## src/rtl/instr_timing_pkg.sv

```systemverilog
package instr_timing_pkg;

   localparam int CYC_W = 4;
   localparam int LEN_W = 2;

   typedef enum logic [3:0] {
      AM_IMP = 4'd0,
      AM_ACC = 4'd1,
      AM_IMM = 4'd2,
      AM_ZP  = 4'd3,
      AM_ZPX = 4'd4,
      AM_ZPY = 4'd5,
      AM_ABS = 4'd6,
      AM_ABX = 4'd7,
      AM_ABY = 4'd8,
      AM_IND = 4'd9,
      AM_IZX = 4'd10,
      AM_IZY = 4'd11,
      AM_REL = 4'd12
   } addr_mode_e;

   typedef struct packed {
      addr_mode_e             mode;
      logic [LEN_W-1:0]       len;
      logic [CYC_W-1:0]       base_cyc;
      logic                   idx_pen;   // indexed read, may pay page penalty
      logic                   use_y;     // penalty index is Y
      logic                   branch;
      logic                   illegal;
   } op_info_t;

   function automatic logic [LEN_W-1:0] mode_len(addr_mode_e m);
      case (m)
         AM_IMP, AM_ACC:                 mode_len = 2'd1;
         AM_ABS, AM_ABX, AM_ABY, AM_IND: mode_len = 2'd3;
         default:                        mode_len = 2'd2;
      endcase
   endfunction

endpackage

```

## src/rtl/opc_decode.sv

```systemverilog
module opc_decode
   import instr_timing_pkg::*;
(
   input  logic [7:0] opcode_i,
   output op_info_t   info_o
);

   logic [1:0] grp;
   logic [2:0] col;
   logic [2:0] row;
   logic       is_store;
   logic       is_rmw;

   addr_mode_e       mode;
   logic [CYC_W-1:0] cyc;
   logic             ok;
   logic             pen;
   logic             ysel;
   logic             br;

   assign grp      = opcode_i[1:0];
   assign col      = opcode_i[4:2];
   assign row      = opcode_i[7:5];
   assign is_store = (row == 3'd4);
   assign is_rmw   = !(row == 3'd4 || row == 3'd5);

   always_comb begin
      mode = AM_IMP;
      cyc  = '0;
      ok   = 1'b0;
      pen  = 1'b0;
      ysel = 1'b0;
      br   = 1'b0;
      case (grp)
         // accumulator arithmetic / load / store group
         2'b01: begin
            ok = !(is_store && col == 3'd2);
            case (col)
               3'd0: begin mode = AM_IZX; cyc = 4'd6; end
               3'd1: begin mode = AM_ZP;  cyc = 4'd3; end
               3'd2: begin mode = AM_IMM; cyc = 4'd2; end
               3'd3: begin mode = AM_ABS; cyc = 4'd4; end
               3'd4: begin
                  mode = AM_IZY; ysel = 1'b1; pen = !is_store;
                  cyc  = is_store ? 4'd6 : 4'd5;
               end
               3'd5: begin mode = AM_ZPX; cyc = 4'd4; end
               3'd6: begin
                  mode = AM_ABY; ysel = 1'b1; pen = !is_store;
                  cyc  = is_store ? 4'd5 : 4'd4;
               end
               default: begin
                  mode = AM_ABX; pen = !is_store;
                  cyc  = is_store ? 4'd5 : 4'd4;
               end
            endcase
         end
         // shift / rotate / inc / dec and X register group
         2'b10: begin
            case (col)
               3'd0: begin ok = (row == 3'd5); mode = AM_IMM; cyc = 4'd2; end
               3'd1: begin ok = 1'b1; mode = AM_ZP; cyc = is_rmw ? 4'd5 : 4'd3; end
               3'd2: begin
                  ok   = 1'b1;
                  mode = row[2] ? AM_IMP : AM_ACC;
                  cyc  = 4'd2;
               end
               3'd3: begin ok = 1'b1; mode = AM_ABS; cyc = is_rmw ? 4'd6 : 4'd4; end
               3'd4: begin ok = 1'b0; end
               3'd5: begin
                  ok   = 1'b1;
                  mode = is_rmw ? AM_ZPX : AM_ZPY;
                  cyc  = is_rmw ? 4'd6 : 4'd4;
               end
               3'd6: begin ok = !is_rmw; mode = AM_IMP; cyc = 4'd2; end
               default: begin
                  ok = !is_store;
                  if (row == 3'd5) begin
                     mode = AM_ABY; cyc = 4'd4; pen = 1'b1; ysel = 1'b1;
                  end else begin
                     mode = AM_ABX; cyc = 4'd7;
                  end
               end
            endcase
         end
         // control flow, stack, flags and Y register group
         2'b00: begin
            case (col)
               3'd0: begin
                  case (row)
                     3'd0: begin ok = 1'b1; mode = AM_IMP; cyc = 4'd7; end
                     3'd1: begin ok = 1'b1; mode = AM_ABS; cyc = 4'd6; end
                     3'd2, 3'd3: begin ok = 1'b1; mode = AM_IMP; cyc = 4'd6; end
                     3'd4: begin ok = 1'b0; end
                     default: begin ok = 1'b1; mode = AM_IMM; cyc = 4'd2; end
                  endcase
               end
               3'd1: begin ok = (row == 3'd1) || row[2]; mode = AM_ZP; cyc = 4'd3; end
               3'd2: begin
                  ok   = 1'b1;
                  mode = AM_IMP;
                  if (row[2])      cyc = 4'd2;
                  else if (row[0]) cyc = 4'd4;
                  else             cyc = 4'd3;
               end
               3'd3: begin
                  ok = (row != 3'd0);
                  case (row)
                     3'd2:    begin mode = AM_ABS; cyc = 4'd3; end
                     3'd3:    begin mode = AM_IND; cyc = 4'd5; end
                     default: begin mode = AM_ABS; cyc = 4'd4; end
                  endcase
               end
               3'd4: begin ok = 1'b1; mode = AM_REL; cyc = 4'd2; br = 1'b1; end
               3'd5: begin ok = !is_rmw; mode = AM_ZPX; cyc = 4'd4; end
               3'd6: begin ok = 1'b1; mode = AM_IMP; cyc = 4'd2; end
               default: begin ok = (row == 3'd5); mode = AM_ABX; cyc = 4'd4; pen = 1'b1; end
            endcase
         end
         default: ok = 1'b0;
      endcase

      if (!ok) begin
         mode = AM_IMP;
         cyc  = '0;
         pen  = 1'b0;
         ysel = 1'b0;
         br   = 1'b0;
      end
   end

   always_comb begin
      info_o.mode     = mode;
      info_o.len      = mode_len(mode);
      info_o.base_cyc = cyc;
      info_o.idx_pen  = pen;
      info_o.use_y    = ysel;
      info_o.branch   = br;
      info_o.illegal  = !ok;
   end

endmodule

```

## src/rtl/page_cross.sv

```systemverilog
module page_cross #(
   parameter int ADDR_W    = 16,
   parameter int PAGE_BITS = 8,
   parameter int IDX_W     = 8
) (
   input  logic [ADDR_W-1:0] base_addr_i,
   input  logic [IDX_W-1:0]  index_i,
   input  logic [ADDR_W-1:0] pc_i,
   input  logic [7:0]        br_off_i,
   output logic              idx_cross_o,
   output logic              br_cross_o
);

   localparam int PAGE_MSB = ADDR_W - 1;
   localparam int EXT_W    = ADDR_W - 8;
   localparam int IEXT_W   = ADDR_W - IDX_W;

   logic [ADDR_W-1:0] eff_addr;
   logic [ADDR_W-1:0] next_pc;
   logic [ADDR_W-1:0] target;

   assign eff_addr = base_addr_i + {{IEXT_W{1'b0}}, index_i};
   assign next_pc  = pc_i + ADDR_W'(2);
   assign target   = next_pc + {{EXT_W{br_off_i[7]}}, br_off_i};

   assign idx_cross_o = eff_addr[PAGE_MSB:PAGE_BITS] != base_addr_i[PAGE_MSB:PAGE_BITS];
   assign br_cross_o  = target[PAGE_MSB:PAGE_BITS]   != next_pc[PAGE_MSB:PAGE_BITS];

endmodule

```

## src/rtl/cycle_tally.sv

```systemverilog
module cycle_tally #(
   parameter int  ACC_W    = 32,
   parameter int  AMT_W    = 4,
   parameter bit  TALLY_EN = 1'b1
) (
   input  logic             clk_i,
   input  logic             rst_i,
   input  logic             add_en_i,
   input  logic [AMT_W-1:0] amt_i,
   output logic [ACC_W-1:0] sum_o
);

   localparam int PAD_W = ACC_W - AMT_W;

   generate
      if (TALLY_EN) begin : g_tally
         logic [ACC_W-1:0] sum_q;
         always_ff @(posedge clk_i) begin
            if (rst_i)         sum_q <= '0;
            else if (add_en_i) sum_q <= sum_q + {{PAD_W{1'b0}}, amt_i};
         end
         assign sum_o = sum_q;
      end else begin : g_no_tally
         logic unused_tally;
         assign unused_tally = ^{clk_i, rst_i, add_en_i, amt_i};
         assign sum_o = '0;
      end
   endgenerate

endmodule

```

## src/rtl/instr_timing.sv

```systemverilog
module instr_timing
   import instr_timing_pkg::*;
#(
   parameter int ADDR_W    = 16,
   parameter int PAGE_BITS = 8,
   parameter int IDX_W     = 8,
   parameter int ACC_W     = 32,
   parameter bit TALLY_EN  = 1'b1
) (
   input  logic              clk_i,
   input  logic              rst_i,
   input  logic              valid_i,
   input  logic [7:0]        opcode_i,
   input  logic [ADDR_W-1:0] base_addr_i,
   input  logic [IDX_W-1:0]  idx_x_i,
   input  logic [IDX_W-1:0]  idx_y_i,
   input  logic [7:0]        br_off_i,
   input  logic              br_taken_i,
   input  logic [ADDR_W-1:0] pc_i,
   output logic [LEN_W-1:0]  len_o,
   output logic [3:0]        mode_o,
   output logic [CYC_W-1:0]  base_cyc_o,
   output logic [CYC_W-1:0]  total_cyc_o,
   output logic              illegal_o,
   output logic [ACC_W-1:0]  tally_o
);

   generate
      if (ADDR_W <= PAGE_BITS || ADDR_W < 9) begin : g_bad_addr
         $error("instr_timing: ADDR_W must exceed PAGE_BITS and 8");
      end
      if (IDX_W > ADDR_W || IDX_W < 1) begin : g_bad_idx
         $error("instr_timing: IDX_W out of range");
      end
      if (ACC_W <= CYC_W) begin : g_bad_acc
         $error("instr_timing: ACC_W must exceed the cycle width");
      end
   endgenerate

   op_info_t         info;
   logic [IDX_W-1:0] pen_index;
   logic             idx_cross;
   logic             br_cross;
   logic             pay_idx;
   logic             pay_take;
   logic             pay_far;

   opc_decode u_dec (
      .opcode_i (opcode_i),
      .info_o   (info)
   );

   assign pen_index = info.use_y ? idx_y_i : idx_x_i;

   page_cross #(
      .ADDR_W    (ADDR_W),
      .PAGE_BITS (PAGE_BITS),
      .IDX_W     (IDX_W)
   ) u_page (
      .base_addr_i (base_addr_i),
      .index_i     (pen_index),
      .pc_i        (pc_i),
      .br_off_i    (br_off_i),
      .idx_cross_o (idx_cross),
      .br_cross_o  (br_cross)
   );

   assign pay_idx  = info.idx_pen & idx_cross;
   assign pay_take = info.branch & br_taken_i;
   assign pay_far  = pay_take & br_cross;

   assign len_o       = info.len;
   assign mode_o      = info.mode;
   assign base_cyc_o  = info.base_cyc;
   assign illegal_o   = info.illegal;
   assign total_cyc_o = info.base_cyc
                      + {{(CYC_W-1){1'b0}}, pay_idx}
                      + {{(CYC_W-1){1'b0}}, pay_take}
                      + {{(CYC_W-1){1'b0}}, pay_far};

   cycle_tally #(
      .ACC_W    (ACC_W),
      .AMT_W    (CYC_W),
      .TALLY_EN (TALLY_EN)
   ) u_tally (
      .clk_i    (clk_i),
      .rst_i    (rst_i),
      .add_en_i (valid_i & ~info.illegal),
      .amt_i    (total_cyc_o),
      .sum_o    (tally_o)
   );

endmodule

```

## config.mk

```make
export PLATFORM = sky130hd
export DESIGN_NAME = instr_timing
export DESIGN_NICKNAME = d
export VERILOG_FILES = /design/src/rtl/instr_timing_pkg.sv /design/src/rtl/opc_decode.sv /design/src/rtl/page_cross.sv /design/src/rtl/cycle_tally.sv /design/src/rtl/instr_timing.sv
export SDC_FILE = /design/constraint.sdc
export NUM_CORES = 1
export LEC_CHECK = 0
export BUFFER_PORTS_ARGS = -buffer_cell sky130_fd_sc_hd__buf_2
export CAP_MARGIN = 30
export CORE_ASPECT_RATIO = 0.7
export CORE_MARGIN = 5
export CORE_UTILIZATION = 54
export DETAILED_ROUTE_END_ITERATION = 12
export HOLD_SLACK_MARGIN = 0.05
export PLACE_DENSITY = 0.94
export SYNTH_ARGS = -nofsm -noshare
export SYNTH_HDL_FRONTEND = slang
export SYNTH_SLANG_ARGS = --single-unit
```

## constraint.sdc

```tcl
create_clock -name clk_i -period 9.2 [get_ports clk_i]
set_input_delay 1.38 -clock clk_i [delete_from_list [all_inputs] [get_ports clk_i]]
set_output_delay 1.38 -clock clk_i [all_outputs]
set_load 0.03 [all_outputs]
```

==> results_dict.tcl, run 1 <==
set metrics [dict create \
    outcome "finished, final reports clean" \
    rsz0062_at_grt "no" \
    io_pins 115 \
    fin_nets 707 \
    maxClockFrequency_mhz 118 \
    rows 26 \
    setup_viol 0 \
    slew_violations 0 \
    worstHoldStart "u_tally.sum_o[2]$_SDFFE_PP0P_" \
    antenna_left 0 \
    grt_overflow 0 \
    post_drt_wl_per_cell_um 15.8 \
    cpPeakStageDelay_ps 590 \
    drive_gt1_share_pct 24.0 \
    min_path_cells 2 \
    hold-worst-slack_ps 484 \
    end_kind "register" \
    initial_core_util_pct 54.6 \
    r2r-end "u_tally.sum_o[26]$_SDFFE_PP0P_" \
    leakagePower_nw 2.03 \
    place.port_buffers 110 \
    drt_iter0_markers 323 \
    synth-edff-count 0 \
    synthFlopType "dfxtp_1" \
    synth_seq_area_share_pct 16.4 \
    syn_avg_cell_area_um2 7.61 \
    mostFrequentLayoutCells "buf_2 (110), nor2_1 (42), a21oi_1 (37)" \
    hold_end "u_tally.sum_o[2]$_SDFFE_PP0P_" \
    rrSetupSlack_ps 6340 \
    num_antenna_cells 0 \
    final.setup.tns_ps 0 \
    cts_setup_buffers 0 \
    grt_usage_pct 23.1 \
    antenna_found_initial 0 \
    clk_latency_ps 290 \
    vias 4268 \
    area.growth.synth_to_final_pct 16.4 \
    final_common_cell "buf_2" \
    hold_buffers 0 \
    drv_cap 0 \
    clk_path_buf_depth 2 \
    crit_top_cell "ha_1" \
    cp_slowest_cell "a311o_1" \
    synth_area_leaders "dfxtp_1 (16%), ha_1 (10%), a21oi_1 (4.7%)" \
    ctsResizeCount 0 \
    layout_min_cycle_time_ps 8470 \
    pwr_density_cell_nw_per_um2 91.1 \
    grt_pass1_wl_mm 17.8 \
    cts_max_level 2 \
    cp_max_fo 26 \
    grt_max_degree 34 \
    place_inst 695 \
    crit_required_ps 9380 \
    worst_setup_path_start_kind "input port" \
    tightest_slew_ps 766 \
    syn_nets 616 \
    die_area_um2 9060 \
    gp_congestion 0.931 \
    clock_skew_ps 6.72 \
    cts.sinks 32 \
    fp.coreArea_um2 7160 \
    dp_hpwl_mm 8.73 \
    synth.distinct_cells 74 \
    ys_warn_count 0 \
    worst_hold_path_type "register to register" \
    crit_type "input port to register" \
    min_period_over_period_pct 92.1 \
    syn_inst 513 \
    r2r-start "u_tally.sum_o[0]$_SDFFE_PP0P_" \
    synth_top_area_cell "dfxtp_1" \
    cp.arrival_ps 8660 \
    nFillCells 628 \
    root_buffer "clkbuf_8" \
    cp_num_buf_inv 4 \
    pre_cts_ws_ps 568 \
    fin_ws_ps 725 \
    worst_r2r_path_depth 10 \
    fp.dieH_um 81.2 \
    numCtsBuffers 5 \
    finalHoldViolCount 0 \
    ys_ff_latch 32 \
    remaining_drc_errors 0 \
    synth.cell_area_um2 3910 \
    yosys.area.top_type_share_pct 16.4 \
    dr.pass1.iters 7 \
    final_cells 703 \
    routed_wl_mm 11.1 \
    via_per_inst 6.07 \
    fp.dieW_um 112 \
    slew_headroom_pct 48.7 \
    cts_tree "built" \
    vdd_drop_max_v 0.0000988 \
    critPathTopFamily "compound AO/OA/AOI/OAI gates" \
    clk_pin_slew_ps 70 \
    grt_pass1_vias 3943 \
    largest_reg_flops 32 \
    synth-async-reset-ratio_pct 0 \
    power.total_w 0.000414 \
]
==> kinds of logic after synthesis <==
group	share of synthesized area, %
AOI/OAI and AO/OA	25.4
xor gates and xnor gates	10.2
adders and majority gates	11.8
buffers and inverters	6.41
DFF	16.4
muxes	3.59
other	0.0960
and+or+nand+nor	26.1
==> layer usage <==
metal  part of all wire (%)  vias to the layer above  wire length, µm  GRT usage (%)
met2                     48                      171             5310           40.4
met3                    7.2                       16              796           4.84
met1                     44                     2002             4920           30.0
met4                   0.95                        0              106           4.25
met5                      0                        -                0              0
li1                       -                     2079                -              -
==> cell usage after synthesis, types with 5 or more instances <==
cell type / instances
a211oi_1: 11
a21o_1: 9
a21oi_1: 37
a31oi_1: 5
and2_1: 7
and3_1: 5
clkbuf_1: 16
dfxtp_1: 32
ha_1: 32
inv_1: 30
mux2_2: 8
mux2i_1: 5
nand2_1: 36
nand2b_1: 5
nand3_1: 25
nand4_1: 17
nor2_1: 42
nor2b_1: 6
nor3_1: 12
o211ai_1: 5
o21ai_0: 32
o31ai_1: 5
or3_1: 12
or4_1: 5
xnor2_1: 17
xor2_1: 18
==> final cells by class <==
type                            instances  area [µm²]  share of cell area (%)
Timing Repair Buffer                  111         558                    12.3
Tap cell                               98         123                    2.70
Multi-Input combinational cell        423        3020                    66.3
Clock buffer                            6        82.6                    1.82
Sequential cell                        32         641                    14.1
Clock inverter                          2        10.0                   0.220
Inverter                               31         116                    2.56
==> how the worst max path moves through the flow <==
stage                           start                              to  slack, ps  cells past startpoint
final                     opcode_i[3]  u_tally.sum_o[26]$_SDFFE_PP0P_        730                     26
after global routing      opcode_i[3]  u_tally.sum_o[26]$_SDFFE_PP0P_        410                     26
after floorplan           opcode_i[0]  u_tally.sum_o[22]$_SDFFE_PP0P_       1180                     28
after global placement    opcode_i[3]  u_tally.sum_o[28]$_SDFFE_PP0P_        810                     26
after detailed placement  opcode_i[3]  u_tally.sum_o[26]$_SDFFE_PP0P_        570                     26
after CTS                 opcode_i[0]  u_tally.sum_o[26]$_SDFFE_PP0P_        830                     28
==> metrics by stage <==
step                      utilization [%]  instance area [µm²]
final                                63.5                 4550
after global routing                 63.5                 4550
after CTS                            63.5                 4550
after detailed placement             62.2                 4450
after global placement               62.2                 4450
after floorplan                         -                 3910
==> worst min-delay path: stages, from the launching register on <==
cell and delay (ps):
dfxtp_1 320, nand2_1 60, a21oi_1 50
==> report_power, final <==
| group | switching (W) | total, W | internal [W] |
|---|---|---|---|
| clock | 0.0000526 | 0.000112 | 0.0000596 |
| sequential | 0.000000661 | 0.000140 | 0.000139 |
| combinational | 0.0000964 | 0.000162 | 0.0000658 |
| total | 0.000150 | 0.000414 | 0.000265 |
Power figures use the tool's default switching activity.
==> run 2: changes to the inputs <==
Settings changed: CELL_PAD_IN_SITES_DETAIL_PLACEMENT set to 1, CELL_PAD_IN_SITES_GLOBAL_PLACEMENT set to 1, CORE_UTILIZATION 54 to 38, PLACE_DENSITY 0.94 to 0.93.
==> results_dict.tcl, run 2 (same netlist as run 1, synthesis figures left out) <==
set metrics [dict create \
    clock_skew_ps 8.28 \
    utilization_pct 45.4 \
    worst_setup_path_start_kind "input port" \
    root_buffer "clkbuf_16" \
    fp.dieW_um 131 \
    cts_tree "built" \
    worstHoldStart "u_tally.sum_o[31]$_SDFFE_PP0P_" \
    worst_hold_path_type "register to register" \
    cts_setup_buffers 0 \
    hold_buffers 0 \
    outcome "finished, final reports clean" \
    numCtsBuffers 5 \
    cp.arrival_ps 8850 \
    crit_top_cell "fa_1" \
    layout_min_cycle_time_ps 8680 \
    slew_headroom_pct 45.3 \
    drv_cap 0 \
    nFillCells 1314 \
    drive_gt1_share_pct 23.7 \
    tightest_slew_ps 816 \
    die_area_um2 12400 \
    rows 31 \
    gp_congestion 0.891 \
    mostFrequentLayoutCells "buf_2 (110), nor2_1 (42), a21oi_1 (37)" \
    routed_wl_mm 13.4 \
    grt_max_degree 34 \
    drt_iter0_markers 224 \
    maxClockFrequency_mhz 115 \
    finalHoldViolCount 0 \
    min_period_over_period_pct 94.4 \
    area.growth.synth_to_final_pct 18.5 \
    dp_hpwl_mm 10.4 \
    grt_pass1_vias 4589 \
    fp.coreArea_um2 10200 \
    io_pins 115 \
    final.setup.tns_ps 0 \
    end_kind "register" \
    num_antenna_cells 0 \
    antenna_found_initial 0 \
    r2r-start "u_tally.sum_o[0]$_SDFFE_PP0P_" \
    pwr_density_cell_nw_per_um2 100 \
    slew_violations 0 \
    via_per_inst 5.95 \
    remaining_drc_errors 0 \
    cts.sinks 32 \
    initial_core_util_pct 38.3 \
    post_drt_wl_per_cell_um 18.2 \
    largest_reg_flops 32 \
    antenna_left 0 \
    vdd_drop_max_v 0.0000539 \
    cp_max_fo 26 \
    final_common_cell "buf_2" \
    cpPeakStageDelay_ps 620 \
    dr.pass1.iters 5 \
    rsz0062_at_grt "no" \
    grt_pass1_wl_mm 22.1 \
    crit_type "input port to register" \
    cp_slowest_cell "a311o_1" \
    setup.worst_path.start "opcode_i[3]" \
    place.port_buffers 110 \
    cts_max_level 2 \
    clk_pin_slew_ps 50 \
    crit_required_ps 9360 \
    fin_nets 707 \
    setup_viol 0 \
    clk_latency_ps 280 \
    vias 4380 \
    grt_overflow 0 \
    leakagePower_nw 2.05 \
    fp.dieH_um 94.8 \
    clk_path_buf_depth 2 \
    ctsResizeCount 0 \
    grt_usage_pct 20.8 \
]
-- run 2: report_power, final --
group / internal (W) / leakage (nW) / switching, W
clock: 0.0000981 / 0.0667 / 0.0000576
sequential: 0.000139 / 0.258 / 0.000000591
combinational: 0.0000661 / 1.73 / 0.000101
-- run 2: path summary, 6_finish.rpt --
check,endpoint,slack [ps],depth (start not counted)
worst max-delay path,u_tally.sum_o[26]$_SDFFE_PP0P_,520,26
worst min-delay path,u_tally.sum_o[31]$_SDFFE_PP0P_,500,2
worst max register to register,u_tally.sum_o[26]$_SDFFE_PP0P_,6320,10
worst min register to register,u_tally.sum_o[31]$_SDFFE_PP0P_,500,2
-- run 2: layer usage --
layer	track usage, %	vias to the layer above	wire (µm)
li1	-	2071	-
met1	26.8	2142	5930
met2	36.9	141	6560
met3	3.30	26	640
met4	5.02	0	241
met5	0	-	0
-- run 2: critical path, delay by kind of cell --
| family | cells | cell delay, ps |
|---|---|---|
| AO/OA/AOI/OAI | 11 | 3000 |
| adder cells (fa/ha/maj) | 5 | 2120 |
| buffers and inverters | 5 | 1120 |
| multiplexers | 2 | 630 |
| AND/OR/NAND/NOR | 3 | 570 |
-- run 2: layout make-up --
class	count	area (µm²)	share of cell area, %
multi-input cells	423	3020	65.1
flip-flops and latches	32	641	13.8
repair buffers	111	558	12.1
well taps	132	165	3.57
clock buffers	6	129	2.78
inverters	31	116	2.51
clock inverters	1	5.00	0.108
-- run 2: through the flow --
step / area (µm²) / setup slack (ps) / std cells / total power [W] / hold slack [ps]
6_report: 4630 / 519 / 736 / 0.000463 / 495
2_1_floorplan: 3910 / 1180 / 513 / 0.000258 / 589
4_1_cts: 4630 / 651 / 736 / 0.000464 / 507
3_3_place_gp: 4500 / 704 / 729 / 0.000298 / 461
3_5_place_dp: 4500 / 474 / 729 / 0.000308 / 487
5_1_grt: 4630 / 129 / 736 / 0.000487 / 509
==> run 3: changes to the inputs <==
Settings changed: CAP_MARGIN 30 to 20, CORE_MARGIN 5 to 2.
==> results_dict.tcl, run 3 (same netlist as run 1, synthesis figures left out) <==
set metrics [dict create \
    outcome "finished, final reports clean" \
    nFillCells 1277 \
    rrSetupSlack_ps 6330 \
    clk_latency_ps 280 \
    tightest_slew_ps 785 \
    initial_core_util_pct 39.7 \
    pre_cts_ws_ps 366 \
    worst_hold_path_type "register to register" \
    via_per_inst 5.94 \
    io_pins 115 \
    intPower_w 0.000304 \
    grt_max_degree 34 \
    cts_setup_buffers 0 \
    drive_gt1_share_pct 23.7 \
    leakagePower_nw 2.05 \
    crit_top_cell "ha_1" \
    slew_headroom_pct 47.4 \
    crit_required_ps 9360 \
    maxClockFrequency_mhz 114 \
    min_period_over_period_pct 95.3 \
    layout_min_cycle_time_ps 8770 \
    seq_power_share_pct 30.2 \
    rsz0062_at_grt "no" \
    num_antenna_cells 0 \
    end_kind "register" \
    worst_setup_path_start_kind "input port" \
    grt_usage_pct 23.2 \
    largest_reg_flops 32 \
    fin_area_um2 4630 \
    final_common_cell "buf_2" \
    remaining_drc_errors 0 \
    cts_max_level 2 \
    cpPeakStageDelay_ps 690 \
    die_area_um2 11100 \
    routed_wl_mm 13.4 \
    switchingPower_w 0.000160 \
    grt_overflow 0 \
    comb_power_share_pct 36.2 \
    drv_cap 0 \
    place.port_buffers 110 \
    drt_iter0_markers 197 \
    sw_frac_of_total_pct 34.5 \
    crit_type "input port to register" \
    cp_slowest_cell "a311o_1" \
    pwr_density_cell_nw_per_um2 100 \
    root_buffer "clkbuf_16" \
    cp.arrival_ps 8930 \
    final.setup.tns_ps 0 \
    fin_nets 707 \
    antenna_left 0 \
    dr.pass1.iters 5 \
    setup_viol 0 \
    clock_skew_ps 5.77 \
    clk_pin_slew_ps 50 \
    post_drt_wl_per_cell_um 18.3 \
    grt_pass1_wl_mm 21.7 \
    mostFrequentLayoutCells "buf_2 (110), nor2_1 (42), a21oi_1 (37)" \
    finalHoldViolCount 0 \
    clkPwrFrac_pct 33.6 \
    cts_tree "built" \
    antenna_found_initial 0 \
    fin_ws_ps 433 \
    cp_num_buf_inv 4 \
    dpl_cell_area_um2 4490 \
    cp_max_fo 26 \
    numCtsBuffers 5 \
    fp.coreArea_um2 9830 \
    grt_pass1_vias 4490 \
    area.growth.synth_to_final_pct 18.4 \
    dp_hpwl_mm 10.2 \
    cts.sinks 32 \
    fp.dieH_um 88.8 \
    fp.dieW_um 125 \
    gp_congestion 0.919 \
    vias 4346 \
    rows 30 \
    slew_violations 0 \
    vdd_drop_max_v 0.0000810 \
    critPathTopFamily "compound AO/OA/AOI/OAI gates" \
    clk_path_buf_depth 2 \
]
## run 3: cell type report
type                            instances  area, µm²  share of cell area (%)
Clock inverter                          1       5.00                   0.108
Clock buffer                            6        129                    2.79
Multi-Input combinational cell        423       3020                    65.2
Tap cell                              128        160                    3.46
Sequential cell                        32        641                    13.8
Timing Repair Buffer                  111        558                    12.1
Inverter                               31        116                    2.52
## run 3: what timing repair did
action                     CTS  global route
hold buffers                 0             0
resized for setup            0             1
setup endpoints to repair    0             2
## run 3: final timing paths
check                                         to  cells after the start                     startpoint
setup / recovery  u_tally.sum_o[26]$_SDFFE_PP0P_                     26                    opcode_i[3]
hold / removal     u_tally.sum_o[0]$_SDFFE_PP0P_                      2  u_tally.sum_o[0]$_SDFFE_PP0P_
setup reg to reg  u_tally.sum_o[28]$_SDFFE_PP0P_                     10  u_tally.sum_o[0]$_SDFFE_PP0P_
hold reg to reg    u_tally.sum_o[0]$_SDFFE_PP0P_                      2  u_tally.sum_o[0]$_SDFFE_PP0P_
## run 3: per-layer routing
layer	up-vias	track usage, %	share of wire [%]
li1	2072	-	-
met4	0	6.87	1.7
met5	-	0	0
met2	136	41.7	49
met1	2116	29.2	45
met3	22	3.81	5.0
## run 3: worst register-to-register path, stage by stage (launching register included)
cell and delay [ps]:
dfxtp_1 340, ha_1 180, inv_1 50, fa_1 410, nor2b_1 150, o21a_1 140, o211ai_1 150, a311o_1 650
nor4_1 460, xnor2_1 160, nor2_1 50
## run 3: through the flow
stage	power, W	hold WS [ps]	utilization (%)	cells
after CTS	0.000466	491	47.0	732
after global routing	0.000487	523	47.0	732
final	0.000463	493	47.0	732
after detailed placement	0.000308	483	45.7	725
after floorplan	0.000258	589	-	513
after global placement	0.000298	458	45.7	725
## run 3: power groups by stage
stage | Clock (W) | Sequential (W) | Combinational [W]
6_report | 0.000156 | 0.000140 | 0.000168
5_1_grt | 0.000164 | 0.000140 | 0.000183
4_1_cts | 0.000159 | 0.000140 | 0.000167
3_5_place_dp | 0 | 0.000143 | 0.000165
3_3_place_gp | 0 | 0.000143 | 0.000155
2_1_floorplan | 0 | 0.000144 | 0.000114
